<file path="src/rtl/uart_txq_pkg.sv">
package uart_txq_pkg;

  localparam int unsigned DATA_W   = 8;
  localparam int unsigned FRAME_W  = DATA_W + 4;
  localparam int unsigned LEN_W    = $clog2(FRAME_W + 1);

  typedef struct packed {
    logic [1:0] wlen;
    logic       par_en;
    logic       stop2;
  } line_cfg_t;

  function automatic logic [LEN_W-1:0] char_ticks(input line_cfg_t c);
    logic [LEN_W-1:0] n;
    n = LEN_W'(1) + LEN_W'(5) + LEN_W'(c.wlen) + LEN_W'(c.par_en) + LEN_W'(1) + LEN_W'(c.stop2);
    return n;
  endfunction

endpackage

</file>
<file path="src/rtl/txq_fifo.sv">
module txq_fifo #(
  parameter int unsigned DEPTH = 16,
  parameter int unsigned WIDTH = 8,
  localparam int unsigned AW = (DEPTH > 1) ? $clog2(DEPTH) : 1,
  localparam int unsigned CW = $clog2(DEPTH + 1)
) (
  input  logic             clk,
  input  logic             rst_n,
  input  logic             clr,
  input  logic             push_valid,
  input  logic [WIDTH-1:0] push_data,
  output logic             push_ready,
  input  logic             pop_req,
  output logic [WIDTH-1:0] pop_data,
  output logic             pushed,
  output logic             popped,
  output logic [CW-1:0]    count
);

  logic [WIDTH-1:0] mem [DEPTH];
  logic [AW-1:0]    wr_ptr, rd_ptr;
  logic [CW-1:0]    count_q;
  logic             empty;

  function automatic logic [AW-1:0] ptr_next(input logic [AW-1:0] p);
    return (p == AW'(DEPTH - 1)) ? '0 : p + AW'(1);
  endfunction

  assign empty      = (count_q == '0);
  assign push_ready = (count_q != CW'(DEPTH));
  assign pushed     = push_valid && push_ready && !clr;
  assign popped     = pop_req && !empty && !clr;
  assign pop_data   = mem[rd_ptr];
  assign count      = count_q;

  always_ff @(posedge clk) begin
    if (pushed) mem[wr_ptr] <= push_data;
  end

  always_ff @(posedge clk) begin
    if (!rst_n || clr) begin
      wr_ptr  <= '0;
      rd_ptr  <= '0;
      count_q <= '0;
    end else begin
      if (pushed) wr_ptr <= ptr_next(wr_ptr);
      if (popped) rd_ptr <= ptr_next(rd_ptr);
      case ({pushed, popped})
        2'b10:   count_q <= count_q + CW'(1);
        2'b01:   count_q <= count_q - CW'(1);
        default: count_q <= count_q;
      endcase
    end
  end

  AST_NO_OVERFLOW: assert property (@(posedge clk) disable iff (!rst_n)
    (push_valid && !push_ready && !popped && !clr) |=> (count_q == CW'(DEPTH)));

  AST_REOPEN_ON_POP: assert property (@(posedge clk) disable iff (!rst_n)
    (!push_ready && popped) |=> push_ready);

  AST_CLEAR_EMPTIES: assert property (@(posedge clk) disable iff (!rst_n)
    clr |=> (count_q == '0));

  AST_CLEAR_BEATS_WRITE: assert property (@(posedge clk) disable iff (!rst_n)
    (clr && push_valid) |=> (count_q == '0));

endmodule

</file>
<file path="src/rtl/txq_shifter.sv">
module txq_shifter
  import uart_txq_pkg::*;
(
  input  logic              clk,
  input  logic              rst_n,
  input  logic              tick,
  input  line_cfg_t         cfg,
  input  logic              load,
  input  logic [DATA_W-1:0] load_data,
  output logic              busy,
  output logic              txd
);

  logic [FRAME_W-1:0] frame_q;
  logic [FRAME_W-1:0] built;
  logic [LEN_W-1:0]   left_q;
  logic               txd_q;
  logic               par;
  int unsigned        nbits;

  always_comb begin
    nbits = 5 + int'(cfg.wlen);
    built = '1;
    built[0] = 1'b0;
    par = 1'b0;
    for (int i = 0; i < int'(DATA_W); i++) begin
      if (i < int'(nbits)) begin
        built[i+1] = load_data[i];
        par = par ^ load_data[i];
      end
    end
    if (cfg.par_en) built[nbits+1] = par;
  end

  assign busy = (left_q != '0);
  assign txd  = txd_q;

  always_ff @(posedge clk) begin
    if (!rst_n) begin
      frame_q <= '1;
      left_q  <= '0;
      txd_q   <= 1'b1;
    end else if (load && !busy) begin
      txd_q   <= built[0];
      frame_q <= {1'b1, built[FRAME_W-1:1]};
      left_q  <= char_ticks(cfg);
    end else if (busy && tick) begin
      txd_q   <= frame_q[0];
      frame_q <= {1'b1, frame_q[FRAME_W-1:1]};
      left_q  <= left_q - LEN_W'(1);
    end
  end

  AST_IDLE_HIGH: assert property (@(posedge clk) disable iff (!rst_n)
    !busy |-> txd);

  AST_START_LOW: assert property (@(posedge clk) disable iff (!rst_n)
    (load && !busy) |=> (!txd && busy));

  AST_HOLD_BETWEEN_TICKS: assert property (@(posedge clk) disable iff (!rst_n)
    (busy && !tick) |=> $stable(txd));

endmodule

</file>
<file path="src/rtl/txq_irq_ctl.sv">
module txq_irq_ctl
  import uart_txq_pkg::*;
#(
  parameter int unsigned CW = 5
) (
  input  logic          clk,
  input  logic          rst_n,
  input  logic          clr,
  input  logic          tick,
  input  line_cfg_t     cfg,
  input  logic          pushed,
  input  logic          popped,
  input  logic [CW-1:0] count,
  input  logic          irq_en,
  output logic          irq
);

  logic             seen_two_q;
  logic             ready_q;
  logic [LEN_W-1:0] wait_q;
  logic             last_out;

  assign last_out = popped && !pushed && (count == CW'(1));
  assign irq      = irq_en && ready_q && (count == '0);

  always_ff @(posedge clk) begin
    if (!rst_n || clr) begin
      seen_two_q <= 1'b0;
      ready_q    <= 1'b1;
      wait_q     <= '0;
    end else begin
      if (count >= CW'(2)) seen_two_q <= 1'b1;
      if (pushed) begin
        ready_q <= 1'b0;
        wait_q  <= '0;
      end else if (last_out) begin
        if (seen_two_q) begin
          ready_q    <= 1'b1;
          seen_two_q <= 1'b0;
        end else begin
          wait_q <= char_ticks(cfg);
        end
      end else if (tick && (wait_q != '0)) begin
        wait_q <= wait_q - LEN_W'(1);
        if (wait_q == LEN_W'(1)) ready_q <= 1'b1;
      end
    end
  end

  AST_IRQ_ONLY_EMPTY: assert property (@(posedge clk) disable iff (!rst_n)
    irq |-> (count == '0));

  AST_FIRST_BYTE_DROPS: assert property (@(posedge clk) disable iff (!rst_n)
    (pushed && (count == '0)) |=> !irq);

  AST_HOLD_BACK: assert property (@(posedge clk) disable iff (!rst_n)
    (wait_q != '0) |-> !irq);

  AST_FAST_EMPTY: assert property (@(posedge clk) disable iff (!rst_n)
    (last_out && seen_two_q && !clr) |=> (irq || !irq_en));

  AST_ENABLE_GATES: assert property (@(posedge clk) disable iff (!rst_n)
    !irq_en |-> !irq);

  AST_CLEAR_READY: assert property (@(posedge clk) disable iff (!rst_n)
    clr |=> (irq || !irq_en));

endmodule

</file>
<file path="src/rtl/uart_txq_top.sv">
module uart_txq_top
  import uart_txq_pkg::*;
#(
  parameter int unsigned DEPTH = 16,
  localparam int unsigned CW = $clog2(DEPTH + 1)
) (
  input  logic              clk,
  input  logic              rst_n,
  input  logic              wr_valid,
  input  logic [DATA_W-1:0] wr_data,
  output logic              wr_ready,
  input  logic              irq_en,
  input  logic              fifo_clr,
  input  logic              bit_tick,
  input  logic [1:0]        word_len,
  input  logic              parity_en,
  input  logic              two_stop,
  output logic              txd,
  output logic              fifo_full,
  output logic              irq
);

  line_cfg_t         cfg;
  logic              pushed, popped, busy;
  logic [DATA_W-1:0] head;
  logic [CW-1:0]     count;

  assign cfg = '{wlen: word_len, par_en: parity_en, stop2: two_stop};

  txq_fifo #(.DEPTH(DEPTH), .WIDTH(DATA_W)) u_fifo (
    .clk        (clk),
    .rst_n      (rst_n),
    .clr        (fifo_clr),
    .push_valid (wr_valid),
    .push_data  (wr_data),
    .push_ready (wr_ready),
    .pop_req    (!busy),
    .pop_data   (head),
    .pushed     (pushed),
    .popped     (popped),
    .count      (count)
  );

  txq_shifter u_shift (
    .clk       (clk),
    .rst_n     (rst_n),
    .tick      (bit_tick),
    .cfg       (cfg),
    .load      (popped),
    .load_data (head),
    .busy      (busy),
    .txd       (txd)
  );

  txq_irq_ctl #(.CW(CW)) u_irq (
    .clk    (clk),
    .rst_n  (rst_n),
    .clr    (fifo_clr),
    .tick   (bit_tick),
    .cfg    (cfg),
    .pushed (pushed),
    .popped (popped),
    .count  (count),
    .irq_en (irq_en),
    .irq    (irq)
  );

  assign fifo_full = !wr_ready;

  AST_FULL_FLAG: assert property (@(posedge clk) disable iff (!rst_n)
    fifo_full |-> (count == CW'(DEPTH)));

endmodule

</file>
<file path="config.mk">
export PLATFORM = sky130hd
export DESIGN_NAME = uart_txq_top
export DESIGN_NICKNAME = d
export VERILOG_FILES = /design/src/rtl/uart_txq_pkg.sv /design/src/rtl/txq_fifo.sv /design/src/rtl/txq_shifter.sv /design/src/rtl/txq_irq_ctl.sv /design/src/rtl/uart_txq_top.sv
export SDC_FILE = /design/constraint.sdc
export NUM_CORES = 1
export LEC_CHECK = 0
export BUFFER_PORTS_ARGS = -buffer_cell sky130_fd_sc_hd__clkbuf_2
export CAP_MARGIN = 30
export CORE_ASPECT_RATIO = 2
export CORE_MARGIN = 8
export CORE_UTILIZATION = 51
export DETAILED_ROUTE_END_ITERATION = 6
export MAX_ROUTING_LAYER = met4
export PLACE_DENSITY = 0.7
export SETUP_SLACK_MARGIN = 0.2
export SLEW_MARGIN = 20
export SYNTH_ARGS = -nofsm -noshare
export SYNTH_HDL_FRONTEND = slang
export SYNTH_SLANG_ARGS = --single-unit
</file>
<file path="constraint.sdc">
create_clock -name clk -period 2.9 [get_ports clk]
set_input_delay 0 -clock clk [delete_from_list [all_inputs] [get_ports clk]]
set_output_delay 0 -clock clk [all_outputs]
set_load 0.005 [all_outputs]
</file>
# ---- Word level (Yosys, flattened, before mapping)
# Memories as Yosys holds them, arrays and structs flattened. A register that Yosys moved wholly into a read port is not among the register bits.
# Index checks and enable logic that the tools add are counted.
dict set report classes {
  addsub 12
  n_lt_le_gt_ge 11
  eq_ne 9
  mux 45
  bitwise 7
  n_reduce_logical 30
}
# operator count
set ops {}
lappend ops {{4-bit by 32-bit less-than comparator with 1-bit output, first input constant} 4}
lappend ops {{3-bit by 32-bit less-than comparator with 1-bit output, first input constant} 2}
lappend ops {{4-bit 2-to-1 mux} 9}
lappend ops {{32-bit by 1-bit adder with 32-bit output, second input constant} 1}
lappend ops {{32-bit by 1-bit greater-or-equal comparator with 1-bit output, second input constant} 1}
lappend ops {{1-bit by 32-bit less-than comparator with 1-bit output, first input constant} 1}
lappend ops {{2-bit by 32-bit less-than comparator with 1-bit output, first input constant} 1}
lappend ops {{32-bit by 5-bit less-than comparator with 1-bit output, second input constant} 1}
lappend ops {{1-bit 2-to-1 mux} 30}
lappend ops {{11-bit 2-to-1 mux} 2}
lappend ops {{4-bit by 1-bit adder with 4-bit output, second input constant} 3}
lappend ops {{12-bit bitwise mux} 1}
lappend ops {{1-bit logical AND} 12}
lappend ops {{12-bit 2-to-1 mux} 1}
lappend ops {{5-bit case mux with 2 select lines} 1}
lappend ops {{3-bit by 2-bit adder with 4-bit output, first input constant} 2}
lappend ops {{4-bit by 1-bit adder with 4-bit output} 2}
lappend ops {{4-bit == test, second input constant} 2}
lappend ops {{4-bit nonzero test} 2}
lappend ops {{4-bit by 1-bit subtractor with 4-bit output, second input constant} 2}
lappend ops {{1-bit bitwise XOR} 7}
lappend ops {{1-bit logical NOT} 6}
lappend ops {{2-bit nonzero test} 3}
lappend ops {{3-bit nonzero test} 2}
lappend ops {{16 further kinds} 16}
dict set report totals {
  reg_bits 35
  ram_bits 128
  out_inout_bits 4
  elab_cells 124
  mem_count 1
}
# name words word_bits read_ports rd_ports_with_merged_regs write_ports line_no
set memory_table {}
lappend memory_table {u_fifo.mem 16 8 1 1 1 txq_fifo.sv:20} ;# logic [WIDTH-1:0] mem [DEPTH];

# ---- Longest topological paths before layout
# Gate-level depths: netlist of the first run.
dict set report depth {
  word_depth 20
  ltp_mapped 15
  ltp_nobuf 13
}

# ---- By module
# Synthesis of the first run repeated with hierarchy kept, for this count alone.
dict set report unflattened {
  hier_cells 520
  area_unflattened_um2 7428.4
}
# mod n_inst cells_each area_per_inst_um2 seq_area_each_um2
set by_module_without_submodules {}
lappend by_module_without_submodules {txq_fifo 1 324 5821.8 4184.0}
lappend by_module_without_submodules {txq_shifter 1 132 1091.0 320.3}
lappend by_module_without_submodules {txq_irq_ctl 1 62 508.0 120.1}
lappend by_module_without_submodules {uart_txq_top 1 2 7.5 0.0}

# ---- Least setup slack after synthesis of the first run
# OpenSTA, ideal clock, no wires.
dict set report synth_path {
  path_type {register to register}
  startpoint {register u_fifo.count_q[0], in the netlist u_fifo.count[0]}
  endpoint {register u_irq.wait_q[3]}
  arrival_time_ns 3.022
  t_required_ns 2.783
  path_slack_ns -0.238
  stages_incl_launch_ff 16
  synth_period_minus_slack_ns 3.138
  cell_sequence {dfxtp_1 -> inv_1 -> ha_1 -> nand2_1 -> nor2_1 -> or3_1 -> clkbuf_1 -> clkinv_1 -> clkbuf_1 -> ha_1 -> nand3_1 -> nor2_1 -> mux2i_1 -> o21ai_0 -> a22oi_1 -> nor2_1}
}
dict set report synth_via {
  elab_chain_cells 8
  word_cells_on_any_way 16
  classes_between {eq/ne: 3; mux: 1; reduce/logical: 12}
}
# element line_no
set synth_lines {}
lappend synth_lines {{from (decl)} txq_fifo.sv:22} ;# logic [CW-1:0] count_q;
lappend synth_lines {{from (signal assigned)} txq_fifo.sv:49} ;# 2'b10: count_q <= count_q + CW'(1);
lappend synth_lines {{from (signal assigned)} txq_fifo.sv:50} ;# 2'b01: count_q <= count_q - CW'(1);
lappend synth_lines {{from (signal assigned)} txq_fifo.sv:51} ;# default: count_q <= count_q;
lappend synth_lines {{5-bit logical NOT (*)} txq_fifo.sv:29} ;# assign empty = (count_q == '0);
lappend synth_lines {{1-bit logical NOT (*)} txq_fifo.sv:32} ;# assign popped = pop_req && !empty && !clr;
lappend synth_lines {{1-bit logical AND (*) (2 in series)} txq_fifo.sv:32}
lappend synth_lines {{named net popped} uart_txq_top.sv:24} ;# logic pushed, popped, busy;
lappend synth_lines {{1-bit logical AND (*) (2 in series)} txq_irq_ctl.sv:23} ;# assign last_out = popped && !pushed && (count == CW'(1));
lappend synth_lines {{2-bit != test (no line) or 2-bit nonzero test (tied branches)} n/a}
lappend synth_lines {{2-bit AND reduction (no line)} n/a}
lappend synth_lines {{to (signal assigned)} txq_irq_ctl.sv:41} ;# wait_q <= char_ticks(cfg);
lappend synth_lines {{to (signal assigned)} txq_irq_ctl.sv:44} ;# wait_q <= wait_q - LEN_W'(1);
lappend synth_lines {{to (decl)} txq_irq_ctl.sv:20} ;# logic [LEN_W-1:0] wait_q;
# Mark *: on every way through the listed nets, which the timed path passes. The rest lies on a longest branch.
# A chain may end at the register's enable or synchronous reset.

==> impl_metrics.py, run 1 <==
metrics = {
    "drt": {
        "routedWlPerCell_um": 20.5,
        "first_pass_iters": 5,
        "wl_um": 16200,
        "routed-via-count": 4537,
        "via_per_inst": 5.72,
        "drtIter0Drc": 290,
        "ant_nets": 0,
        "drc": 0,
    },
    "critical_path": {
        "crit_fanout": 8,
        "crit_path_end_kind": "flip-flop",
        "cp-start-kind": "flip-flop",
        "crit_type": "reg -> reg",
        "worstPathRequired_ps": 3180,
        "critPathArrivalTime_ps": 3170,
    },
    "grt": {
        "grt_max_degree": 22,
        "grt_use_total_pct": 18.0,
        "grt_antenna_before_repair": 0,
        "grt_overflow": 0,
        "grt_pass1_vias": 4540,
        "grt_pass1_wl_um": 24200,
    },
    "place": {
        "dp.cells": 740,
        "dpl_cell_area_um2": 7960,
        "gp_congestion": 0.801,
        "post-dp-hpwl_um": 10500,
        "dp_slack_ps": -21.7,
        "portBuffers": 21,
    },
    "synth": {
        "synth_cell_types": 53,
        "ys.warnings.count": 0,
        "syn-num-nets": 544,
        "netlist_area_um2": 7340,
        "synth.most_common_cell": "edfxtp_1",
        "ys_seq_area_share_pct": 63.0,
        "yosysTopAreaCell": "edfxtp_1",
        "synthArstFlopShare_pct": 0,
        "synth.avg_cell_area_um2": 14.5,
        "ys_seq_elements": 167,
        "synth.area.top_cells": "edfxtp_1 52%, dfxtp_1 11%, mux4_2 9.2%",
        "synth_cells": 506,
        "synth_edf_count": 128,
        "synth_top_area_share_pct": 52.4,
        "yosys_most_used_dff": "edfxtp_1",
        "synth_common_cells": "128 x edfxtp_1, 46 x nor2_1, 39 x dfxtp_1, 31 x nand2_1, 30 x mux4_2",
    },
    "clock_network": {
        "tritoncts": "yes",
        "htree_levels": 4,
        "numCtsBuffers": 17,
        "cts_root_buf": "clkbuf_16",
        "clk_pin_slew_ps": 70,
        "clk_path_buf_depth": 2,
        "clk_latency_ps": 420,
        "clock_sinks": 167,
    },
    "layout": {
        "final_core_util_pct": 63.0,
        "fin_nets": 626,
        "fillers": 1039,
        "final_cells": 793,
        "synthToLayoutAreaGrowth_pct": 21.9,
        "final_design_area_no_fill_um2": 8940,
        "antenna_cells": 0,
        "layout-drive-gt1-share_pct": 30.1,
    },
    "sta": {
        "fin_crit_sh_pct": 99.5,
        "tns_ps": 0,
        "setup_slack_ps": 14.5,
        "maxSlewHeadroom_pct": 47.9,
        "maxSlewViolCount": 0,
        "fin_skew_ps": 9.23,
        "finalHoldViolCount": 0,
        "rsz0062_at_grt": "true",
        "fin_crit_ps": 2890,
        "worst_pin_slew_ps": 776,
        "hold_slack_ps": 8.32,
        "setup_viol": 0,
        "timing.fmax_mhz": 347,
    },
    "status": {
        "outcome": "complete, no violations",
    },
    "run": {
        "drv_cap": 0,
    },
    "power": {
        "power.leakage_nw": 3.19,
        "power_mw": 5.68,
        "vdd_drop_max_uv": 455,
        "power_density_nw_per_um2": 636,
    },
    "worst_hold_path": {
        "holdCritPathClass": "in -> reg",
        "hold_path_startpoint": "wr_data[1]",
    },
    "die": {
        "die_x_um": 101,
        "start_util_pct": 51.7,
        "core_area_um2": 14200,
        "ios": 22,
        "die_h_um": 186,
        "num_rows": 62,
        "die-area_um2": 18700,
    },
}
-- area by class of cell --
cell class	instances	area [um2]	share of cell area (%)
Clock inverter	15	180	2.01
Clock buffer	17	425	4.76
Sequential cell	167	4640	51.9
Tap cell	192	240	2.69
Inverter	19	72.6	0.811
Timing Repair Buffer	86	698	7.81
Multi-Input combinational cell	297	2690	30.0
-- power breakdown --
part	total (mW)	switching (mW)	internal, mW	leakage (nW)
sequential	2.66	0.0388	2.62	1.47
clock	2.29	0.982	1.31	0.300
combinational	0.733	0.385	0.349	1.42
total	5.68	1.40	4.28	3.19
-- final timing paths --
kind	slack, ps	end	cells after the start
hold / removal	8	u_fifo.mem[8][1]$_DFFE_PP_	1
setup / recovery	10	u_shift.frame_q[5]$_SDFFE_PN1P_	10
setup reg to reg	10	u_shift.frame_q[5]$_SDFFE_PN1P_	10
hold reg to reg	510	u_shift.frame_q[10]$_SDFFE_PN1P_	2
-- worst max-delay path, cell delays in order (launching register included) --
cell and delay, ps:
dfxtp_4 390, buf_12 130, buf_4 120, mux4_2 500, a22oi_2 250, nand2_2 100
xnor2_2 250, xnor2_2 160, xnor3_2 460, o311ai_2 250, o211ai_1 130
-- metal layers --
metal | track usage (%) | up-vias | part of all wire, %
met5 | - | - | 0
met4 | 7.44 | 0 | 2.9
met3 | 3.56 | 27 | 4.0
met2 | 29.8 | 119 | 53
met1 | 20.8 | 2291 | 40
li1 | - | 2100 | -
-- layout by cell type (no fill, tap or decap), types with 6 or more instances in the layout --
| cell type | count |
|---|---|
| edfxtp_1 | 128 |
| buf_4 | 48 |
| nor2_1 | 44 |
| dfxtp_1 | 34 |
| mux4_2 | 30 |
| nand2_1 | 28 |
| mux2i_1 | 26 |
| clkbuf_2 | 21 |
| ha_1 | 18 |
| clkbuf_16 | 18 |
| inv_1 | 16 |
| nand3_1 | 13 |
| a21oi_1 | 12 |
| nor3_1 | 11 |
| o21ai_0 | 9 |
| nor2b_1 | 8 |
| o211ai_1 | 6 |
| xor2_1 | 6 |
| inv_6 | 6 |
| dlygate4sd3_1 | 6 |
| buf_6 | 6 |
-- registers in the layout, summed over array words and instances, names as in the netlist, named ones only --
signal	flops
u_fifo.mem	128
u_fifo.wr_ptr	4
u_irq.seen_two_q	1
u_fifo.count	5
u_fifo.rd_ptr	4
u_shift.txd	1
u_irq.ready_q	1
u_shift.left_q	4
u_irq.wait_q	4
u_shift.frame_q	11
-- kinds of logic (layout without fill, tap and decap cells) --
logic type / Yosys count / in the layout / share of synthesized area, %
AND/OR/NAND/NOR: 136 / 136 / 8.77
buffers and inverters: 42 / 137 / 2.68
adder cells (fa/ha/maj): 20 / 20 / 3.51
multiplexers: 64 / 64 / 13.9
AO/OA/AOI/OAI: 63 / 63 / 6.00
XOR/XNOR: 14 / 14 / 2.08
flip-flops: 167 / 167 / 63.0
-- what timing repair did --
item	CTS	global route
buffers inserted	7	7
hold endpoints to repair	44	0
pin swaps	8	9
cloned	0	1
hold buffers	6	0
resized for setup	16	29
endpoints found under the setup margin	12	16
(Power assumes the default switching activity.)
==> inputs of run 2 (changes only) <==
Settings changed: SYNTH_HIERARCHICAL set to 1.
==> run 2 against run 1 <==
Effect of this change:
- setup slack improved by 150 ps
- combinational power increased by 11%
- worst hold slack improved by 5.0 ps
- fmax increased by 5.4%
- critical path depth increased by 1
- largest power group unchanged
- die area increased by 1.1%
- synthesized cell count increased by 2.8%
- design area increased by 0.18%
==> impl_metrics.py, run 2 <==
metrics = {
    "grt": {
        "grt_pass1_vias": 4876,
        "grt_max_degree": 33,
        "grt_overflow": 0,
        "grt_antenna_before_repair": 0,
        "grt_use_total_pct": 18.6,
        "grt_pass1_wl_um": 25700,
    },
    "drt": {
        "drc": 0,
        "via_per_inst": 5.77,
        "ant_nets": 0,
        "routedWlPerCell_um": 20.4,
        "wl_um": 16100,
        "drtIter0Drc": 244,
        "routed-via-count": 4562,
        "first_pass_iters": 6,
    },
    "layout": {
        "antenna_cells": 0,
        "fin_nets": 627,
        "layout-drive-gt1-share_pct": 29.5,
        "final_core_util_pct": 62.8,
        "largest_reg_flops": 128,
        "regMostFlops": "u_fifo/mem",
        "synthToLayoutAreaGrowth_pct": 20.6,
        "layout_common_cells": "128 x edfxtp_1, 38 x nand2_1, 37 x dfxtp_1, 34 x buf_4",
        "final_cells": 791,
        "final_common_cell": "edfxtp_1",
    },
    "die": {
        "die_x_um": 101,
        "ios": 22,
        "num_rows": 62,
        "die_h_um": 187,
        "start_util_pct": 52.0,
        "core_area_um2": 14300,
        "die-area_um2": 18900,
    },
    "critical_path": {
        "crit_slowest_cell": "mux4_2",
        "critPathArrivalTime_ps": 3090,
        "cp-start-kind": "flip-flop",
        "worstReg2RegEnd": "u_shift/frame_q[4]$_SDFFE_PN1P_",
        "crit_chain": "buf_12, buf_12, buf_6, mux4_2, a22oi_2, nand2_2, xnor3_2, buf_6, xor3_1, a311o_1, o211ai_2",
        "slowest_delay_ps": 490,
        "crit_path_end_kind": "flip-flop",
        "rr_worst_depth": 11,
        "ff2ff_setup_slack_ps": 160,
        "crit_end": "u_shift/frame_q[4]$_SDFFE_PN1P_",
        "worstPathRequired_ps": 3250,
        "crit_fanout": 8,
        "crit_type": "reg -> reg",
    },
    "synth": {
        "ys_seq_area_share_pct": 62.3,
        "synth_cell_types": 64,
        "yosys_most_used_dff": "edfxtp_1",
        "netlist_area_um2": 7430,
        "ys.warnings.count": 6,
        "synth_top_area_share_pct": 51.7,
        "ys_seq_elements": 167,
        "synth_edf_count": 128,
        "yosysTopAreaCell": "edfxtp_1",
        "synth_cells": 520,
        "synth.area.top_cells": "edfxtp_1 52%, dfxtp_1 11%, mux4_2 9.7%",
        "synth.most_common_cell": "edfxtp_1",
        "syn-num-nets": 561,
        "synth_common_cells": "128 x edfxtp_1, 43 x nand2_1, 39 x dfxtp_1, 32 x mux4_2, 32 x nor2_1",
        "synth.avg_cell_area_um2": 14.3,
        "synthArstFlopShare_pct": 0,
    },
    "power": {
        "power.leakage_nw": 3.15,
        "vdd_drop_max_uv": 418,
        "power_density_nw_per_um2": 650,
    },
    "sta": {
        "maxSlewHeadroom_pct": 57.2,
        "tns_ps": 0,
        "finalHoldViolCount": 0,
        "worst_pin_slew_ps": 642,
        "maxSlewViolCount": 0,
        "fin_crit_sh_pct": 94.4,
        "fin_crit_ps": 2740,
        "rsz0062_at_grt": "true",
        "timing.fmax_mhz": 365,
        "setup_viol": 0,
        "fin_skew_ps": 10.2,
    },
    "worst_hold_path": {
        "holdCritPathClass": "in -> reg",
    },
    "place": {
        "post-dp-hpwl_um": 11200,
        "gp_congestion": 0.880,
        "dp.cells": 737,
        "portBuffers": 21,
    },
    "clock_network": {
        "cts_root_buf": "clkbuf_16",
        "clock_sinks": 167,
        "clk_latency_ps": 420,
        "htree_levels": 4,
        "clk_pin_slew_ps": 70,
        "clk_path_buf_depth": 2,
        "numCtsBuffers": 17,
        "tritoncts": "yes",
    },
    "run": {
        "drv_cap": 0,
    },
    "status": {
        "outcome": "complete, no violations",
    },
}
-- run 2: cell count changes after synthesis, sizes merged, moves of 5 or more --
cell / delta
mux2i: -22
nor2: -14
nand2: +12
a22oi: +10
inv: +10
nand3: -9
mux2: -5
o221ai: +5
-- run 2: report_power, final --
group          switching, mW  internal, mW  total, mW
clock network          0.979          1.31       2.29
logic                  0.430         0.383      0.814
registers             0.0616          2.66       2.72
-- run 2: metal layers --
layer  up-vias  track usage (%)  wire (um)
met5         -                -          0
li1       2120                -          -
met4         0             9.13        583
met2       123             34.3       9390
met3        39             3.17        461
met1      2280             17.7       5710
-- run 2: worst min-delay path by stage --
stage / from / end / slack, ps / cells after the start
floorplan: irq_en / irq / 80 / 2
global placement: irq_en / irq / 270 / 4
detailed placement: irq_en / irq / 270 / 4
CTS: wr_data[0] / u_fifo/mem[1][0]$_DFFE_PP_ / 7 / 1
global route: wr_data[0] / u_fifo/mem[13][0]$_DFFE_PP_ / 30 / 1
finish: wr_data[3] / u_fifo/mem[6][3]$_DFFE_PP_ / 10 / 1
-- run 2: kinds of logic (layout without fill, tap and decap cells) --
group,Yosys count,count (layout),share of synthesized area (%)
XOR/XNOR,17,17,2.39
AND/OR/NAND/NOR,139,139,9.48
adder cells (fa/ha/maj),23,23,4.08
multiplexers,39,39,10.6
AO/OA/AOI/OAI,82,82,8.14
flip-flops,167,167,62.3
buffers and inverters,53,132,3.01
-- run 2: cell type report --
type | instances | area [um2]
Timing Repair Buffer | 73 | 591
Sequential cell | 167 | 4630
Clock inverter | 15 | 185
Clock buffer | 17 | 425
Inverter | 27 | 101
Multi-Input combinational cell | 300 | 2790
Fill cell | 1062 | 5310
Tap cell | 192 | 240
-- run 2: critical path, delay by kind of cell (launching register included) --
kind	cells	cell delay (ps)
xor+xnor	2	690
flops	1	400
buf+inv	4	460
compound gates	3	540
simple gates	1	90
mux	1	490
-- run 2: timing repair --
item | CTS | global route
gates resized for setup | 10 | 38
buffers inserted | 6 | 6
hold endpoints to repair | 77 | 0
gates cloned | 0 | 0
setup endpoints to repair | 15 | 15
pin swaps | 3 | 15
hold buffers | 9 | 0
-- run 2: metrics by stage --
step	cell area (um2)	power [mW]	worst slack [ps]	hold slack, ps
6_report	8960	5.82	163	13.3
5_1_grt	8960	6.04	74.4	29.0
4_1_cts	8720	5.80	102	7.18
3_5_place_dp	7920	3.48	14.4	271
3_3_place_gp	7920	3.44	122	266
2_1_floorplan	7440	3.28	146	83.7
